--- src/rtl/i2c_arb_pkg.sv ---
package i2c_arb_pkg;

    typedef enum logic [3:0] {
        PH_IDLE, PH_HOLD, PH_RS_PRE, PH_STA_A, PH_STA_B,
        PH_BIT_LO, PH_BIT_HI, PH_STP_A, PH_STP_B, PH_STP_C
    } phase_e;

    localparam int CB_STA  = 0;
    localparam int CB_RSTA = 1;
    localparam int CB_STP  = 2;
    localparam int CB_ACK  = 3;
    localparam int CB_W    = 4;

    typedef struct packed {
        logic scl_m;
        logic sda_m;
        logic scl_s;
        logic sda_s;
        logic scl_p;
        logic sda_p;
        logic sta_seen;
        logic stp_seen;
    } mon_t;

endpackage

--- src/rtl/i2c_arb_mon.sv ---
module i2c_arb_mon
    import i2c_arb_pkg::*;
(
    input  logic clk,
    input  logic rst_n,
    input  logic scl_in,
    input  logic sda_in,
    output logic scl_s,
    output logic sda_s,
    output logic stop_det,
    output logic bus_free,
    output logic start_seen,
    output logic stop_seen
);

    mon_t q, d;
    logic sta_det;

    always_comb begin
        d       = q;
        d.scl_m = scl_in;
        d.sda_m = sda_in;
        d.scl_s = q.scl_m;
        d.sda_s = q.sda_m;
        d.scl_p = q.scl_s;
        d.sda_p = q.sda_s;
        sta_det  = q.scl_s & q.scl_p & q.sda_p & ~q.sda_s;
        stop_det = q.scl_s & q.scl_p & ~q.sda_p & q.sda_s;
        if (sta_det) begin
            d.sta_seen = 1'b1;
            d.stp_seen = 1'b0;
        end
        if (stop_det) begin
            d.stp_seen = 1'b1;
            d.sta_seen = 1'b0;
        end
    end

    always_ff @(posedge clk) begin
        if (!rst_n) q <= '{scl_m: 1'b1, sda_m: 1'b1, scl_s: 1'b1, sda_s: 1'b1,
                           scl_p: 1'b1, sda_p: 1'b1, sta_seen: 1'b0, stp_seen: 1'b0};
        else        q <= d;
    end

    assign scl_s      = q.scl_s;
    assign sda_s      = q.sda_s;
    assign start_seen = q.sta_seen;
    assign stop_seen  = q.stp_seen;
    assign bus_free   = q.stp_seen | (~q.sta_seen & ~q.stp_seen);


    stop_free_chk: assert property (@(posedge clk) disable iff (!rst_n)
        stop_det |=> (bus_free && stop_seen && !start_seen));

endmodule

--- src/rtl/i2c_arb_fsm.sv ---
module i2c_arb_fsm
    import i2c_arb_pkg::*;
#(
    parameter int CLK_DIV = 8,
    parameter int SETTLE  = 3
) (
    input  logic            clk,
    input  logic            rst_n,
    input  logic            wr_stb,
    input  logic [7:0]      wr_data,
    input  logic            start_cmd,
    input  logic            rstart_cmd,
    input  logic            stop_cmd,
    input  logic            ack_cmd,
    input  logic            ack_val,
    input  logic            coll_clr,
    input  logic            evt_clr,
    input  logic            scl_s,
    input  logic            sda_s,
    input  logic            bus_free,
    input  logic            stop_det,
    output logic            sda_lo,
    output logic            scl_lo,
    output logic            buf_full,
    output logic            coll_flag,
    output logic            evt_flag,
    output logic [CB_W-1:0] cmd_busy
);

    localparam int CW = $clog2(CLK_DIV + 1);
    localparam logic [CW-1:0] C_LAST = CW'(CLK_DIV - 1);
    localparam logic [CW-1:0] C_HALF = CW'(CLK_DIV / 2);
    localparam logic [CW-1:0] C_SMP  = CW'(SETTLE);

    typedef struct packed {
        phase_e          st;
        logic [CW-1:0]   cnt;
        logic [7:0]      sh;
        logic [3:0]      bidx;
        logic            ackm;
        logic            ackv;
        logic            sda_lo;
        logic            scl_lo;
        logic            buf_full;
        logic            coll;
        logic            evt;
        logic [CB_W-1:0] cmd;
    } eng_t;

    eng_t q, d;
    logic last, bitval, chk_en, smp_now, coll_now, done;

    always_comb begin
        d      = q;
        last   = (q.cnt == C_LAST);
        done   = 1'b0;
        bitval = q.ackm ? q.ackv : ((q.bidx < 4'd8) ? q.sh[7] : 1'b1);
        chk_en = 1'b0;
        d.cnt  = last ? '0 : q.cnt + 1'b1;

        if (coll_clr) d.coll = 1'b0;
        if (evt_clr)  d.evt  = 1'b0;

        if (wr_stb && !q.buf_full) begin
            d.sh       = wr_data;
            d.bidx     = '0;
            d.buf_full = 1'b1;
        end

        case (q.st)
            PH_IDLE: begin
                d.cnt = '0;
                if (start_cmd && bus_free) begin
                    d.st          = PH_STA_A;
                    d.cmd[CB_STA] = 1'b1;
                end
            end
            PH_HOLD: begin
                d.cnt = '0;
                if (rstart_cmd) begin
                    d.st           = PH_RS_PRE;
                    d.cmd[CB_RSTA] = 1'b1;
                end else if (stop_cmd) begin
                    d.st          = PH_STP_A;
                    d.cmd[CB_STP] = 1'b1;
                end else if (ack_cmd) begin
                    d.st          = PH_BIT_LO;
                    d.ackm        = 1'b1;
                    d.ackv        = ack_val;
                    d.cmd[CB_ACK] = 1'b1;
                end else if (q.buf_full) begin
                    d.st   = PH_BIT_LO;
                    d.ackm = 1'b0;
                end
            end
            PH_RS_PRE: begin
                if (q.cnt == C_HALF) d.sda_lo = 1'b0;
                if (last) begin
                    d.st     = PH_STA_A;
                    d.scl_lo = 1'b0;
                end
            end
            PH_STA_A: begin
                chk_en = 1'b1;
                if (last) begin
                    d.st     = PH_STA_B;
                    d.sda_lo = 1'b1;
                end
            end
            PH_STA_B: begin
                if (last) begin
                    d.st     = PH_HOLD;
                    d.scl_lo = 1'b1;
                    d.cmd    = '0;
                    done     = 1'b1;
                end
            end
            PH_BIT_LO: begin
                if (q.cnt == C_HALF) d.sda_lo = ~bitval;
                if (last) begin
                    d.st     = PH_BIT_HI;
                    d.scl_lo = 1'b0;
                end
            end
            PH_BIT_HI: begin
                chk_en = q.ackm | (q.bidx < 4'd8);
                if (last) begin
                    d.scl_lo = 1'b1;
                    if (q.ackm) begin
                        d.st   = PH_HOLD;
                        d.ackm = 1'b0;
                        d.cmd  = '0;
                        done   = 1'b1;
                    end else if (q.bidx == 4'd8) begin
                        d.st       = PH_HOLD;
                        d.buf_full = 1'b0;
                        done       = 1'b1;
                    end else begin
                        d.st   = PH_BIT_LO;
                        d.bidx = q.bidx + 1'b1;
                        d.sh   = {q.sh[6:0], 1'b0};
                    end
                end
            end
            PH_STP_A: begin
                if (q.cnt == C_HALF) d.sda_lo = 1'b1;
                if (last) begin
                    d.st     = PH_STP_B;
                    d.scl_lo = 1'b0;
                end
            end
            PH_STP_B: begin
                if (last) begin
                    d.st     = PH_STP_C;
                    d.sda_lo = 1'b0;
                end
            end
            PH_STP_C: begin
                chk_en = 1'b1;
                if (last) begin
                    d.st  = PH_IDLE;
                    d.cmd = '0;
                    done  = 1'b1;
                end
            end
            default: d.st = PH_IDLE;
        endcase

        smp_now  = (q.cnt == C_SMP) && chk_en;
        coll_now = (smp_now && !q.sda_lo && scl_s && !sda_s)
                 || (q.st == PH_IDLE && start_cmd && !bus_free);

        if (done || stop_det) d.evt = 1'b1;

        if (coll_now) begin
            d.st       = PH_IDLE;
            d.cnt      = '0;
            d.sda_lo   = 1'b0;
            d.scl_lo   = 1'b0;
            d.buf_full = 1'b0;
            d.cmd      = '0;
            d.ackm     = 1'b0;
            d.bidx     = '0;
            d.coll     = 1'b1;
        end
    end

    always_ff @(posedge clk) begin
        if (!rst_n) q <= '{st: PH_IDLE, default: '0};
        else        q <= d;
    end

    assign sda_lo    = q.sda_lo;
    assign scl_lo    = q.scl_lo;
    assign buf_full  = q.buf_full;
    assign coll_flag = q.coll;
    assign evt_flag  = q.evt;
    assign cmd_busy  = q.cmd;


    sda_stable_chk: assert property (@(posedge clk) disable iff (!rst_n)
        ((q.st == PH_BIT_LO || q.st == PH_BIT_HI) && q.sda_lo != $past(q.sda_lo))
        |-> (q.scl_lo && $past(q.scl_lo)));


    coll_release_chk: assert property (@(posedge clk) disable iff (!rst_n)
        coll_now |=> (!q.sda_lo && !q.scl_lo && !q.buf_full && q.cmd == '0 && q.coll));


    busy_start_chk: assert property (@(posedge clk) disable iff (!rst_n)
        (q.st == PH_IDLE && start_cmd && !bus_free)
        |=> (q.coll && q.st == PH_IDLE && !q.scl_lo && !q.sda_lo));


    coll_sticky_chk: assert property (@(posedge clk) disable iff (!rst_n)
        (q.coll && !coll_clr) |=> q.coll);

endmodule

--- src/rtl/i2c_arb_tx.sv ---
module i2c_arb_tx
    import i2c_arb_pkg::*;
#(
    parameter int CLK_DIV = 8,
    parameter int SETTLE  = 3
) (
    input  logic       clk,
    input  logic       rst_n,
    input  logic       wr_stb,
    input  logic [7:0] wr_data,
    input  logic       start_cmd,
    input  logic       rstart_cmd,
    input  logic       stop_cmd,
    input  logic       ack_cmd,
    input  logic       ack_val,
    input  logic       coll_clr,
    input  logic       evt_clr,
    input  logic       scl_in,
    input  logic       sda_in,
    output logic       sda_lo,
    output logic       scl_lo,
    output logic       buf_full,
    output logic       coll_flag,
    output logic       evt_flag,
    output logic [3:0] cmd_busy,
    output logic       start_seen,
    output logic       stop_seen
);

    logic scl_s, sda_s, stop_det, bus_free;

    i2c_arb_mon u_mon (
        .clk        (clk),
        .rst_n      (rst_n),
        .scl_in     (scl_in),
        .sda_in     (sda_in),
        .scl_s      (scl_s),
        .sda_s      (sda_s),
        .stop_det   (stop_det),
        .bus_free   (bus_free),
        .start_seen (start_seen),
        .stop_seen  (stop_seen)
    );

    i2c_arb_fsm #(.CLK_DIV(CLK_DIV), .SETTLE(SETTLE)) u_fsm (
        .clk        (clk),
        .rst_n      (rst_n),
        .wr_stb     (wr_stb),
        .wr_data    (wr_data),
        .start_cmd  (start_cmd),
        .rstart_cmd (rstart_cmd),
        .stop_cmd   (stop_cmd),
        .ack_cmd    (ack_cmd),
        .ack_val    (ack_val),
        .coll_clr   (coll_clr),
        .evt_clr    (evt_clr),
        .scl_s      (scl_s),
        .sda_s      (sda_s),
        .bus_free   (bus_free),
        .stop_det   (stop_det),
        .sda_lo     (sda_lo),
        .scl_lo     (scl_lo),
        .buf_full   (buf_full),
        .coll_flag  (coll_flag),
        .evt_flag   (evt_flag),
        .cmd_busy   (cmd_busy)
    );

endmodule

--- config.mk ---
export PLATFORM = sky130hd
export DESIGN_NAME = i2c_arb_tx
export DESIGN_NICKNAME = d
export VERILOG_FILES = /design/src/rtl/i2c_arb_pkg.sv /design/src/rtl/i2c_arb_mon.sv /design/src/rtl/i2c_arb_fsm.sv /design/src/rtl/i2c_arb_tx.sv
export SDC_FILE = /design/constraint.sdc
export NUM_CORES = 1
export LEC_CHECK = 0
export BUFFER_PORTS_ARGS = -buffer_cell sky130_fd_sc_hd__buf_2
export CORE_UTILIZATION = 45
export DETAILED_ROUTE_END_ITERATION = 6
export PLACE_DENSITY = 0.77
export RECOVER_POWER = 50
export SYNTH_ARGS = -nofsm -noshare
export SYNTH_HDL_FRONTEND = slang
export SYNTH_SLANG_ARGS = --single-unit
--- constraint.sdc ---
create_clock -name clk -period 2.4 [get_ports clk]
set_input_delay 0.12 -clock clk [delete_from_list [all_inputs] [get_ports clk]]
set_output_delay 0.12 -clock clk [all_outputs]
set_load 0.01 [all_outputs]
* Word level (Yosys, flattened, before mapping)
Index checks and enable logic that the tools add are counted.
** Cells by class
- Add/subtract/negate cells :: 2
- Reductions and logical operators :: 38
- Equal/unequal tests :: 35
- Bitwise operators :: 16
- $lt $le $gt $ge :: 1
- Mux-type cells :: 63
** Operators by type and width (number)
- two-way mux 4 bit :: 15
- two-way mux 12 bit :: 4
- case mux 4 bit (10 select lines) :: 1
- != test 2 x 1 -> 1 bit, second input constant :: 15
- two-way mux 1 bit :: 29
- == test 4 x 3 -> 1 bit, second input constant :: 6
- AND reduction 5 bit :: 3
- two-way mux 13 bit :: 1
- == test 4 x 2 -> 1 bit, second input constant :: 3
- == test 4 bit, second input constant :: 3
- AND reduction 6 bit :: 2
- != test 2 bit, second input constant :: 5
- AND reduction 10 bit :: 1
- case mux 3 bit (3 select lines) :: 1
- nonzero test 3 bit :: 3
- adder 4 x 1 -> 4 bit, second input constant :: 2
- logical AND 1 bit :: 8
- two-way mux 2 bit :: 4
- inverter 1 bit :: 8
- AND reduction 4 bit :: 2
- nonzero test 2 bit :: 4
- OR reduction 2 bit :: 4
- AND reduction 7 bit :: 1
- AND 1 bit :: 6
- other kinds (15) :: 24
** Word-level totals
- Register bits after elaboration :: 39
- Bits of input ports :: 20
- Word-level logic and storage cells :: 178
- Output and inout bits :: 11

* Depth between registers and ports, before layout
- Word-level depth :: 9
- Gate-level depth with buffers :: 8
- Depth with buffers taken out :: 7

* By module
Synthesis repeated with hierarchy kept, for this count alone.
** Unflattened totals
- Cells, all modules :: 228
- Area, all modules :: 2058.2 um2
** Modules (own cells, without submodules)
- i2c_arb_fsm :: area each 1749.2 um2, cells each 201, sequential area each 620.6 um2, instances 1
- i2c_arb_mon :: area each 309.0 um2, cells each 27, sequential area each 160.2 um2, instances 1

* Worst setup path before layout
Ideal clock, no wire load.
- Path kind :: flip-flop to flip-flop
- From :: register u_fsm.q[23] (netlist name)
- To :: register u_fsm.q[27] (netlist name)
- Data required time :: 2.277 ns
- Stages on the path, launching flop included :: 8
- Clock period less this slack :: 1.708 ns
- Path buffers :: 1
- Library setup time :: 0.123 ns
- Path slack :: 0.692 ns
- Arrival :: 1.585 ns
- Cells stage by stage :: dfxtp_1 > ha_1 > and3b_1 > buf_2 > nor3_1 > a211oi_2 > mux2i_1 > a31oi_1
** On the way
- Word-level cells in the longest chain between the ends :: 7
- Elaborated cells between the ends (all ways) :: 17
- Those cells by class :: 10 x eq/ne; 7 x reduce/logical
** Ends and longest elaborated chain
- start, declared :: line i2c_arb_fsm.sv:50 : eng_t q, d;
- start signal, assigned :: line i2c_arb_fsm.sv:189 : if (!rst_n) q <= '{st: PH_IDLE, default: '0};
- start signal, assigned :: line i2c_arb_fsm.sv:190 : else q <= d;
- == test 4 x 2 -> 1 bit :: line i2c_arb_fsm.sv:169 : smp_now = (q.cnt == C_SMP) && chk_en;
- logical AND 1 bit :: line i2c_arb_fsm.sv:169
- logical AND 1 bit (3 in series) :: line i2c_arb_fsm.sv:170 : coll_now = (smp_now && !q.sda_lo && scl_s && !sda_s)
- logical OR 1 bit :: line i2c_arb_fsm.sv:171 : || (q.st == PH_IDLE && start_cmd && !bus_free);
- OR reduction 2 bit (no line)
Several ways; a longest one is shown, not always the timed one.
A chain may end at the register's enable or synchronous reset.

* Worst setup path after layout
- From :: register u_fsm.q[29] (netlist name)
- To :: register u_fsm.q[14] (netlist name)
** On the way
- Word-level cells in the longest chain between the ends :: 9
- Elaborated cells between the ends (all ways) :: 15
- Those cells by class :: 3 x eq/ne; 2 x mux; 10 x reduce/logical
** Ends and longest elaborated chain
- == test 4 x 2 -> 1 bit or == test 4 bit (tied branches) :: line i2c_arb_fsm.sv:70 : case (q.st)
- OR reduction 2 bit (no line)
- case mux 1 bit (2 select lines) :: line i2c_arb_fsm.sv:70
- logical AND 1 bit :: line i2c_arb_fsm.sv:169
- logical AND 1 bit (3 in series) :: line i2c_arb_fsm.sv:170
- logical OR 1 bit :: line i2c_arb_fsm.sv:171
- OR reduction 2 bit (no line)
Several ways; a longest one is shown, not always the timed one.

==> results.tsv <==
stage	metric	value	unit
synthesis	Syn Area/Cell	8.63	um^2
cts	postcts setup bufs	0	
cts	clk slew on worst S/H paths	70	ps
route	ANT nets after route	0	
floorplan	DIE AREA	4760	um^2
global_routing	GRT Residual Overflow	0	
route	drt initial violations	128	
cts	Hold Buf Count CTS	0	
cts	Worst-Skew Late Latency	280	ps
cts	CTS Buffer Depth	2	
floorplan	Site Rows	23	
critical_path	CP max FO	19	
cts	CTS Buf Count	5	
sta	WHS	11.9	ps
critical_path	Cell Chain, Critical Path	nor2b_1 -> a21oi_1 -> o32ai_1 -> a21o_1 -> buf_4 -> a2111oi_0	
floorplan	CORE AREA	4140	um^2
route	wire per inst	13.9	um
floorplan	Die H	69.0	um
min_path	Hold Crit Class	in -> reg	
cts	CTS tree	done	
floorplan	Die W	69.0	um
place	gpl congestion	0.897	
pwr	sequential share of power	0.454	
sta	Final TNS setup	0	ps
synthesis	Synth area leader	dfxtp_1	
critical_path	reg2reg start	u_fsm.q[29]	
critical_path	Crit path arrival time	2250	ps
sta	Final setup viols	0	
place	DP HPWL	3220	um
sta	Final Hold Fails	0	
pwr	NetSw	686	uW
route	drt first pass iters	4	
sta	RSZ-0062 raised after global routing	false	
min_path	hold path endpoint	u_mon.d[4]	
synthesis	ys flop type	dfxtp_1	
critical_path	slowest stage delay, CP	680	ps
sta	FMAX	475	MHz
global_routing	first-pass GRT wire length	6940	um
sta	min Tclk post-route	2100	ps
synthesis	synth unique cells	53	
pwr	PwrDens	833	nW/um^2
sta	period utilization	0.877	
flow_run	Max-Cap Viols	0	
synthesis	post-synthesis cell count	234	
route	vias post-DR	1786	
min_path	Hold Path Origin	sda_in	
floorplan	IO Pins	31	
cts	H-tree depth	2	
critical_path	Reg2Reg Setup Slack	300	ps
route	drt drc	0	
global_routing	antenna violations before repair	0	
synthesis	post-synthesis simple-gate area fraction	0.247	
synthesis	Compound-Gate Fraction of Synth Area	0.200	
synthesis	Post-Syn Nets	258	
sta	Worst-Margin Slew	569	ps
run_status	status	completed	
critical_path	reg2reg end	u_fsm.q[14]	
synthesis	top cells by instance count after synthesis	dfxtp_1 (39), nor2_1 (26), a21oi_1 (16), nand2_1 (13)	
synthesis	sequential element share of the synthesized area	0.387	
critical_path	CP Launch Type	flip-flop	
synthesis	Seq cells post-synth	39	
sta	max_slew headroom	0.620	
synthesis	top-count cell post-synth	dfxtp_1	
critical_path	crit end category	flip-flop	
min_path	worst hold path stage count	2	
final_layout	share of cells above drive strength 1	0.145	
global_routing	largest net degree at the start of global routing	20	
cts	TritonCTS sink count	39	
pwr	Clock power frac	0.224	
pwr	Comb pwr share	0.322	
final_layout	synthesis-to-layout area growth	11.2	%
critical_path	Register-to-Register Path Depth	6	
route	overall routed net length	4350	um
critical_path	kind of critical path	reg -> reg	
final_layout	Inserted Diodes	0	
synthesis	Post-Synth Adder-Cell Area	0.0248	
final_layout	fill count	407	
synthesis	largest family of logic cells by synthesized area	simple AND/OR/NAND/NOR gates	
critical_path	slowest CP cell	dfxtp_1	
global_routing	vias in the first global route	1576	
pwr	Peak VDD IR	0.458	mV
synthesis	post-synthesis xor/xnor area fraction	0.00867	
synthesis	Post-Syn Area	2020	um^2
cts	clk root buf	clkbuf_8	
pwr	switch share	0.367	
cts	Resized cells post-CTS	0	
critical_path	worst path required time	2540	ps
global_routing	Overall Global Routing Usage	0.198	
synthesis	asr flop ratio synth	0	
synthesis	top post-synthesis cells by area	dfxtp_1 (39%), mux2i_1 (5.9%), nor2_1 (4.8%)	
floorplan	Starting Density	0.487	
final_layout	Nets	285	
sta	Clock Skews	1.99	ps
pwr	LEAKAGE	0.885	nW
sta	fin. max-slew vios	0	
synthesis	Post-synth EDFFs	0	
synthesis	Synth top area share	0.387	
place	I/O Buffers	30	
route	vias per std cell	5.72	
synthesis	Synth Warn #	0	
pwr	Internal	1.18	mW
synthesis	post-synthesis mux area share	0.0651	
==> critical path, delay by kind of cell (launching register included) <==
| family | cells | cell delay (ps) |
|---|---|---|
| flops | 1 | 680 |
| simple gates | 1 | 380 |
| buf+inv | 1 | 200 |
| compound gates | 4 | 710 |
==> stage by stage <==
step | setup slack (ps) | area (um^2) | std cells | total power, mW | util
2_1_floorplan | 692 | 2020 | 234 | 1.35 | -
3_3_place_gp | 428 | 2180 | 304 | 1.45 | 0.527
3_5_place_dp | 372 | 2180 | 304 | 1.46 | 0.527
4_1_cts | 353 | 2270 | 312 | 1.88 | 0.547
5_1_grt | 88.2 | 2240 | 312 | 1.99 | 0.542
6_report | 296 | 2240 | 312 | 1.87 | 0.542
==> sequential cells by signal, indices dropped and copies added (netlist names) <==
signal            cells
u_fsm.sda_lo          1
u_fsm.buf_full        1
u_mon.stop_seen       1
u_mon.sda_s           1
u_mon.q               2
u_mon.start_seen      1
u_mon.scl_s           1
u_fsm.cmd_busy        4
u_fsm.q              22
u_mon.d               2
u_fsm.scl_lo          1
u_fsm.coll_flag       1
u_fsm.evt_flag        1
==> worst max-delay path by stage <==
| stage | start | endpoint | slack (ps) | cells after the start |
|---|---|---|---|---|
| 2_1_floorplan | u_fsm.q[23] | u_fsm.q[27] | 690 | 7 |
| 3_3_place_gp | u_fsm.q[29] | u_fsm.q[14] | 430 | 6 |
| 3_5_place_dp | u_fsm.q[29] | u_fsm.q[14] | 370 | 6 |
| 4_1_cts | u_fsm.q[29] | u_fsm.q[14] | 350 | 6 |
| 5_1_grt | u_fsm.q[23] | u_fsm.q[14] | 90 | 6 |
| 6_report | u_fsm.q[29] | u_fsm.q[14] | 300 | 6 |
==> routing by layer <==
layer	part of all wire	GRT usage
met3	0.054	0.0526
met2	0.44	0.309
met1	0.48	0.253
met4	0.018	0.0918
met5	0	0
==> power by group through the flow <==
stage / combinational (mW) / clock, mW / sequential [mW]
2_1_floorplan: 0.584 / 0 / 0.769
3_3_place_gp: 0.598 / 0 / 0.855
3_5_place_dp: 0.601 / 0 / 0.858
4_1_cts: 0.604 / 0.428 / 0.844
5_1_grt: 0.673 / 0.459 / 0.863
6_report: 0.602 / 0.419 / 0.849
==> cells in the final DEF, fill, tap and decap left out, drive strengths merged, types with 4 or more instances in the layout <==
cell,count
nor2b,4
a211oi,14
mux2i,12
dfxtp,39
nand3,4
inv,10
nor3,9
a31oi,5
clkbuf,21
nand2,13
nand2b,11
a21oi,16
buf,23
o21ai,5
ha,4
nor2,26
==> layout make-up <==
class,count,area (um^2),area share
clock inverter,1,5.00,0.00223
sequential,39,781,0.348
clock buffer,7,76.3,0.0340
inverter,10,37.5,0.0167
multi-input combinational,168,1100,0.491
tap,50,62.6,0.0279
timing repair buffer,37,181,0.0808
==> cell families after synthesis <==
logic type	after synthesis
and+or+nand+nor	90
buffers and inverters	27
muxes	13
DFF	39
AOI/OAI and AO/OA	59
adders and majority gates	4
xor gates and xnor gates	2
Power figures use the tool's default switching activity.
